## config.mk

```make
export PLATFORM = sky130hd
export DESIGN_NAME = hpi_regport
export DESIGN_NICKNAME = d
export VERILOG_FILES = /design/src/rtl/hpi_pkg.sv /design/src/rtl/hpi_sync.sv /design/src/rtl/hpi_strobe_decode.sv /design/src/rtl/hpi_reg_bank.sv /design/src/rtl/hpi_regport.sv
export SDC_FILE = /design/constraint.sdc
export NUM_CORES = 1
export LEC_CHECK = 0
export ABC_AREA = 1
export BUFFER_PORTS_ARGS = -buffer_cell sky130_fd_sc_hd__buf_4
export CAP_MARGIN = 10
export CORE_MARGIN = 3
export CORE_UTILIZATION = 35
export DETAILED_ROUTE_END_ITERATION = 16
export PLACE_DENSITY = 0.61
export SYNTH_ARGS = -nofsm -noshare
export SYNTH_HDL_FRONTEND = slang
export SYNTH_HIERARCHICAL = 1
export SYNTH_SLANG_ARGS = --single-unit
export TNS_END_PERCENT = 10
```

## constraint.sdc

```tcl
create_clock -name clk -period 2.25 [get_ports clk]
set_input_delay 0 -clock clk [delete_from_list [all_inputs] [get_ports clk]]
set_output_delay 0 -clock clk [all_outputs]
set_load 0.03 [all_outputs]
```

## src/rtl/hpi_pkg.sv

```systemverilog
package hpi_pkg;
  localparam int DATA_W = 8;
  localparam int PTR_W  = 8;
  localparam int SYNC_STAGES = 2;

  function automatic logic ptr_in_bank(input logic [PTR_W-1:0] ptr, input int depth);
    return int'(ptr) < depth;
  endfunction
endpackage

```

## src/rtl/hpi_sync.sv

```systemverilog
module hpi_sync #(
  parameter int WIDTH = 4,
  parameter int STAGES = 2
) (
  input  logic             clk,
  input  logic             rst,
  input  logic [WIDTH-1:0] async_in,
  input  logic [WIDTH-1:0] rst_val,
  output logic [WIDTH-1:0] sync_out
);
  logic [WIDTH-1:0] chain [STAGES];

  generate
    for (genvar s = 0; s < STAGES; s++) begin : g_stage
      if (s == 0) begin : g_first
        always_ff @(posedge clk) begin
          if (rst) chain[0] <= rst_val;
          else     chain[0] <= async_in;
        end
      end else begin : g_next
        always_ff @(posedge clk) begin
          if (rst) chain[s] <= rst_val;
          else     chain[s] <= chain[s-1];
        end
      end
    end
  endgenerate

  assign sync_out = chain[STAGES-1];
endmodule

```

## src/rtl/hpi_strobe_decode.sv

```systemverilog
module hpi_strobe_decode
  import hpi_pkg::*;
#(
  parameter int DW = DATA_W
) (
  input  logic          clk,
  input  logic          rst,
  input  logic          cs_n,
  input  logic          wr_n,
  input  logic          rd_n,
  input  logic          rs,
  input  logic [DW-1:0] data_in,
  output logic          rd_active,
  output logic          sel_rs,
  output logic          cs_idle,
  output logic          wr_commit,
  output logic          commit_rs,
  output logic [DW-1:0] commit_data
);
  localparam int SW = 4 + DW;

  logic [SW-1:0] raw_bus, sync_bus, rst_pattern;
  logic cs_s, wr_s, rd_s, rs_s;
  logic [DW-1:0] data_s;
  logic cs_p, wr_p, rd_p, rs_p;
  logic [DW-1:0] data_p;
  logic wr_rise;

  assign raw_bus     = {cs_n, wr_n, rd_n, rs, data_in};
  assign rst_pattern = {3'b111, 1'b0, {DW{1'b0}}};

  hpi_sync #(.WIDTH(SW), .STAGES(SYNC_STAGES)) u_sync (
    .clk(clk), .rst(rst), .async_in(raw_bus), .rst_val(rst_pattern), .sync_out(sync_bus)
  );

  assign {cs_s, wr_s, rd_s, rs_s, data_s} = sync_bus;

  always_ff @(posedge clk) begin
    if (rst) begin
      cs_p <= 1'b1; wr_p <= 1'b1; rd_p <= 1'b1; rs_p <= 1'b0; data_p <= '0;
    end else begin
      cs_p <= cs_s; wr_p <= wr_s; rd_p <= rd_s; rs_p <= rs_s; data_p <= data_s;
    end
  end

  // Trailing edge of write, qualified by chip select and no read in the prior cycle
  assign wr_rise   = wr_s && !wr_p && !cs_p && rd_p;
  assign rd_active = !cs_s && !rd_s && wr_s;
  assign sel_rs    = rs_s;
  assign cs_idle   = cs_s;

  always_ff @(posedge clk) begin
    if (rst) begin
      wr_commit   <= 1'b0;
      commit_rs   <= 1'b0;
      commit_data <= '0;
    end else begin
      wr_commit <= wr_rise;
      if (wr_rise) begin
        commit_rs   <= rs_p;
        commit_data <= data_p;
      end
    end
  end

  AST_COMMIT_ONESHOT: assert property (@(posedge clk) disable iff (rst)
    wr_commit |=> !wr_commit);
endmodule

```

## src/rtl/hpi_reg_bank.sv

```systemverilog
module hpi_reg_bank
  import hpi_pkg::*;
#(
  parameter int DW = DATA_W,
  parameter int AW = PTR_W,
  parameter int DEPTH = 16
) (
  input  logic          clk,
  input  logic          rst,
  input  logic          wr_commit,
  input  logic          commit_rs,
  input  logic [DW-1:0] commit_data,
  input  logic          sel_rs,
  output logic [DW-1:0] rd_value
);
  localparam int FLAT_W = DEPTH * DW;

  logic [AW-1:0]     ptr_q;
  logic [FLAT_W-1:0] cmd_flat;

  function automatic logic [DW-1:0] pick_entry(input logic [FLAT_W-1:0] flat,
                                               input logic [AW-1:0] ptr);
    logic [DW-1:0] v;
    v = '0;
    for (int i = 0; i < DEPTH; i++)
      if (int'(ptr) == i) v = flat[i*DW +: DW];
    return v;
  endfunction

  always_ff @(posedge clk) begin
    if (rst)                        ptr_q <= '0;
    else if (wr_commit && !commit_rs) ptr_q <= AW'(commit_data);
  end

  generate
    for (genvar i = 0; i < DEPTH; i++) begin : g_cmd
      always_ff @(posedge clk) begin
        if (rst)
          cmd_flat[i*DW +: DW] <= '0;
        else if (wr_commit && commit_rs && int'(ptr_q) == i)
          cmd_flat[i*DW +: DW] <= commit_data;
      end
    end
  endgenerate

  always_comb begin
    if (!sel_rs)                       rd_value = DW'(ptr_q);
    else if (ptr_in_bank(ptr_q, DEPTH)) rd_value = pick_entry(cmd_flat, ptr_q);
    else                               rd_value = '0;
  end

  AST_RESET_CLEAR: assert property (@(posedge clk)
    rst |=> (ptr_q == '0 && cmd_flat == '0));
  AST_PTR_HOLD: assert property (@(posedge clk) disable iff (rst)
    !(wr_commit && !commit_rs) |=> $stable(ptr_q));
  AST_OOR_IGNORED: assert property (@(posedge clk) disable iff (rst)
    (wr_commit && !ptr_in_bank(ptr_q, DEPTH)) |=> $stable(cmd_flat));
endmodule

```

## src/rtl/hpi_regport.sv

```systemverilog
module hpi_regport
  import hpi_pkg::*;
#(
  parameter int DEPTH = 16
) (
  input  logic              clk,
  input  logic              rst,
  input  logic              cs_n,
  input  logic              wr_n,
  input  logic              rd_n,
  input  logic              rs,
  input  logic [DATA_W-1:0] data_in,
  output logic [DATA_W-1:0] data_out,
  output logic              data_oe
);
  logic              rd_active, sel_rs, cs_idle;
  logic              wr_commit, commit_rs;
  logic [DATA_W-1:0] commit_data, rd_value;

  hpi_strobe_decode #(.DW(DATA_W)) u_decode (
    .clk(clk), .rst(rst), .cs_n(cs_n), .wr_n(wr_n), .rd_n(rd_n), .rs(rs),
    .data_in(data_in), .rd_active(rd_active), .sel_rs(sel_rs), .cs_idle(cs_idle),
    .wr_commit(wr_commit), .commit_rs(commit_rs), .commit_data(commit_data)
  );

  hpi_reg_bank #(.DW(DATA_W), .AW(PTR_W), .DEPTH(DEPTH)) u_bank (
    .clk(clk), .rst(rst), .wr_commit(wr_commit), .commit_rs(commit_rs),
    .commit_data(commit_data), .sel_rs(sel_rs), .rd_value(rd_value)
  );

  always_ff @(posedge clk) begin
    if (rst) begin
      data_oe  <= 1'b0;
      data_out <= '0;
    end else begin
      data_oe  <= rd_active;
      data_out <= rd_active ? rd_value : '0;
    end
  end

  AST_IDLE_NO_DRIVE: assert property (@(posedge clk) disable iff (rst)
    cs_idle |=> !data_oe);
  AST_NO_WRITE_DURING_DRIVE: assert property (@(posedge clk) disable iff (rst)
    (data_oe && $past(data_oe)) |-> !wr_commit);
endmodule

```

# After elaboration in Yosys (flattened, before gate mapping)

Memory sizes are Yosys's and may differ from the RTL's.
Index checks and enable logic that the tools add are counted.
W data, S select, Z words.

RAM bits: 24
Word-level logic and storage cells: 100
Register bits after elaboration: 167
Memories: 1
Input bits: 14
Output and inout port bits: 9

Memories:

| memory                | depth | width | rd ports | clocked after memory_dff | wr ports | RTL line       | text |
|---|---|---|---|---|---|---|---|
| u_decode.u_sync.chain | 2     | 12    | 2        | 0                        | 2        | hpi_sync.sv:11 | `logic [WIDTH-1:0] chain [STAGES];` |

Equal/unequal tests: 15
Reductions and logical operators: 30
Muxes and demuxes: 23
Bitwise operators: 3
$lt $le $gt $ge: 1

Operators with widths:

| cell                 | count |
|---|---|
| $mux W8              | 18 |
| $eq A8 B5 Y1 const B | 8 |
| $eq A8 B4 Y1 const B | 4 |
| $mux W12             | 2 |
| $logic_and A1 B1 Y1  | 23 |
| $eq A8 B3 Y1 const B | 2 |
| $eq A8 B2 Y1 const B | 1 |
| $logic_not A8 Y1     | 1 |
| $lt A8 B5 Y1 const B | 1 |
| $logic_not A1 Y1     | 5 |
| $mux W1              | 3 |
| $or A1 B1 Y1         | 2 |
| $reduce_or A2 Y1     | 1 |
| $not A1 Y1           | 1 |

# Depth between registers and ports, before layout

Word-level depth: 19
Gate-level depth with buffers: 17
Gate-level depth less buffers: 17

# Hierarchy

Netlist, hierarchy kept.

Modules (own cells, without submodules):

| module            | cells an instance | instances | area each (sq um) | seq. area each (sq um) |
|---|---|---|---|---|
| hpi_reg_bank      | 850               | 1         | 6223.5            | 2722.6 |
| hpi_strobe_decode | 100               | 1         | 802.0             | 440.4 |
| hpi_sync          | 88                | 1         | 739.5             | 480.5 |
| hpi_regport       | 28                | 1         | 259.0             | 180.2 |

# Least setup slack after synthesis

Ideal clock, no wire load.

Path kind: register to register
Start point: register u_bank.ptr_q[4]
End point: register data_out[1]
Path buffers: 0
Arrival: 1602 ps
Required time: 2185 ps
Library setup time: 65 ps
Path slack: 583 ps
Cell stages (with the launch flop): 16
Period minus slack after synthesis: 1667 ps
Cell sequence: dfxtp_1 nor2_2 nand2_4 clkinv_2 nand3_4 nor2_4 inv_2 o21ai_1 inv_1 nand4_1 nand2_1 nand3_1 nand2_1 nand2_1 inv_1 nor2_1

Longest elaborated chain between the ends: 19
Elaborated cells on any way between the ends: 35
Classes of those cells: 1 x order compare; 15 x eq/ne; 18 x mux; 1 x reduce/logical

Ends and longest elaborated chain:

| what                   | RTL line           | text |
|---|---|---|
| start, declared        | hpi_reg_bank.sv:18 | `logic [AW-1:0] ptr_q;` |
| start signal, assigned | hpi_reg_bank.sv:32 | `else if (wr_commit && !commit_rs) ptr_q <= AW'(commit_data);` |
| $logic_not A8 Y1       | hpi_reg_bank.sv:26 | `if (int'(ptr) == i) v = flat[i*DW +: DW];` |
| $mux W8 (16 in series) | hpi_reg_bank.sv:26 |  |
| $mux W8 *              | hpi_reg_bank.sv:48 | `else if (ptr_in_bank(ptr_q, DEPTH)) rd_value = pick_entry(cmd_flat, ptr_q);` |
| $mux W8 *              | hpi_reg_bank.sv:47 | `if (!sel_rs) rd_value = DW'(ptr_q);` |
| net rd_value[1]        | hpi_regport.sv:18  | `logic [DATA_W-1:0] commit_data, rd_value;` |
| end signal, assigned   | hpi_regport.sv:37  | `data_out <= rd_active ? rd_value : '0;` |
| end, declared          | hpi_regport.sv:13  | `output logic [DATA_W-1:0] data_out,` |

The timed path passes the listed nets; every way through them passes the cells marked *.
A chain may end at the register's enable or synchronous reset.

# Worst setup path after layout

Start point: register u_bank.ptr_q[7]
End point: register data_out[0]

Same word-level chain as after synthesis.

==> qor.yml <==
floorplan:
  core_um2: 22160
  die_y_um: 157.4
  start_util_pct: 36.21
  dieArea_um2: 24780
  die-width_um: 157.4
  core.rowCount: 54
  ioPinCount: 23
clocking:
  clock_latency_ps: 440
  cts_tree: "yes"
  cts_max_level: 4
  numCtsBuffers: 17
  cts.sinks: 191
  ctsRootBufferMaster: "clkbuf_16"
  clk_transition_reported_paths_ps: 80
  clockBufferDepth: 2
routing:
  first_pass_iters: 5
  vias: 6938
  routed_via_density: 4.886
  drtAntennaViolNets: 0
  detail_route.wl_per_cell_um: 14.78
  drt_iter0_drc: 491
  drt_wl_total_um: 20990
  route.detailed.drc: 0
synth:
  ys_seq_area_share_pct: 47.65
  ys.flop_type: "dfxtp_1"
  yosysWarnings: 6
  postSynthCellCount: 1066
  ys_async_sr_fraction_pct: 0
  synth_edf_count: 0
  syn_area_um2: 8024
  yosys_register_bits: 191
  synthDistinctLibCells: 33
  postSynthAreaPerCell_um2: 7.527
timing:
  fin_crit_sh_pct: 94.31
  fin_skew_ps: 12.61
  fmax_ghz: 0.4713
  rsz0062_at_grt: "yes"
  min_period_ps: 2122
  slew_violations: 0
  setup_viol: 0
  setup_slack_ps: 128.1
  hold_viol: 0
  tightest_slew_ps: 658.8
  slew_headroom_pct: 56.08
run_status:
  outcome: "complete, no violations"
finish:
  final_nets: 1141
  final_layout_size_suffix_gt1_share_pct: 14.65
  final_area_um2: 9468
  num_antenna_cells: 0
  mostFrequentLayoutCells: "nand2_1, dfxtp_1, nor2_1, inv_1, a211oi_1"
  final_common_cell: "nand2_1"
  area_delta_synth_final_pct: 17.99
global_routing:
  grt_max_degree: 137
  grt_pass1_vias: 6386
  grt_usage_pct: 17.19
  grt_pass1_wl_um: 33490
  grt.overflow.total: 0
  antenna_found_initial: 0
pwr:
  total_power_w: 0.006794
  power_density_nw_per_um2: 717.6
  ir_worst_vdd_uv: 435.7
  power_leakage_nw: 3.650
min_path:
  hold_path_class: "in -> reg"
run:
  max_cap_viol_count: 0
setup_path:
  cp_data_required_time_ps: 2590
  critPathMaxFanout: 12
  worst_setup_path_start_kind: "register"
  worstSetupPathType: "reg -> reg"
  cp.arrival_ps: 2460
  critPathCaptureType: "register"
place:
  pre_cts_ws_ps: 9.262
  gp_congestion: 0.8380
  hpwl_um: 14110
  port_buffers: 22
  dpl_cell_area_um2: 8601
-- cell usage after synthesis, types with 2 or more instances --
cell,number,area [um2]
nand2_1,232,870.8
dfxtp_1,191,3824
nor2_1,163,611.8
inv_1,105,394.1
a211oi_1,98,735.7
nand3_1,62,310.3
a21oi_1,58,290.3
clkbuf_1,26,97.59
nand4_1,23,143.9
inv_2,16,60.06
buf_2,13,65.06
nor2_4,12,135.1
nand2_2,11,68.82
o21ai_0,10,50.05
nor2_2,8,50.05
buf_4,7,52.55
nor3_1,4,20.02
or2_2,4,25.02
buf_6,3,33.78
a211oi_2,2,25.02
buf_1,2,7.510
clkinv_1,2,7.510
conb_1,2,7.510
nand2_4,2,22.52
o21ai_1,2,10.01
-- critical path, cell delays in order, from the launching register on --
cell     delay (ps)
dfxtp_1         340
nor2_2          160
nand2_4         120
nor2_4          210
nand2_1         110
inv_2           200
nand2_1         100
nand2_1          80
nand4_1         140
nor3_2          180
nand4_1         150
nand2_1          90
nand2_1          60
inv_1            50
nor2_1           30
-- routing by layer --
layer	GRT usage, %	part of all wire (%)
met1	23.59	48
met2	26.59	44
met3	3.602	4.6
met4	6.570	3.1
met5	0	0
-- flip-flops by register name (all words and copies together), names as in the netlist --
signal,flops
u_bank/cmd_flat,128
u_decode/u_sync/chain,24
data_out,8
u_bank/ptr_q,8
u_decode/commit_data,8
u_decode/data_p,8
data_oe,1
u_decode/commit_rs,1
u_decode/cs_p,1
u_decode/rd_p,1
u_decode/rs_p,1
u_decode/wr_commit,1
u_decode/wr_p,1
-- through the flow --
stage	TNS (ps)	util, %	instances	hold WS, ps
final	0	42.72	1420	282.7
after global routing	-51.63	42.72	1420	286.8
after CTS	0	42.32	1410	270.9
after detailed placement	0	38.81	1362	189.4
after global placement	0	38.81	1362	186.0
after floorplan	0	-	1076	103.1
-- power breakdown --
part	switching (W)	leakage (nW)	internal [W]
clock network	0.00153	0.292	0.00151
logic	0.000194	1.81	0.0000952
registers	0.0000241	1.55	0.00344
total	0.00175	3.65	0.00504
-- path summary, 6_finish.rpt --
kind / start / depth (start not counted) / end / slack, ps
min: data_in[2] / 4 / u_decode/u_sync/chain[0][2]$_DFF_P_ / 280
max reg2reg: u_bank/ptr_q[7]$_SDFFE_PP0P_ / 14 / data_out[0]$_SDFF_PP0_ / 130
max: u_bank/ptr_q[7]$_SDFFE_PP0P_ / 14 / data_out[0]$_SDFF_PP0_ / 130
min reg2reg: u_decode/u_sync/chain[1][1]$_DFF_P_ / 2 / u_decode/data_p[1]$_SDFF_PP0_ / 400
-- logic make-up (layout without fill, tap and decap cells) --
logic type / after synthesis / in the layout / share of synthesized area (%)
compound gates: 170 / 170 / 13.85
buf+inv: 176 / 239 / 9.200
simple gates: 527 / 528 / 29.21
other cells: 2 / 12 / 0.09359
flops: 191 / 191 / 47.65
-- area by class of cell --
type	instances	area [um2]
sequential	191	3827
fill	2237	12690
timing repair buffer	83	688.2
multi-input combinational	710	3523
clock inverter	15	182.7
inverter	124	470.5
tap	280	350.3
clock buffer	17	425.4
-- timing repair --
item	CTS	global route
cloned	0	1
pin swaps	0	3
endpoints found under the hold margin	25	0
hold buffers	16	0
gates resized for setup	2	7
setup buffers	0	9
endpoints found under the setup margin	2	6
Note: power is estimated with default switching activity, not from simulation.
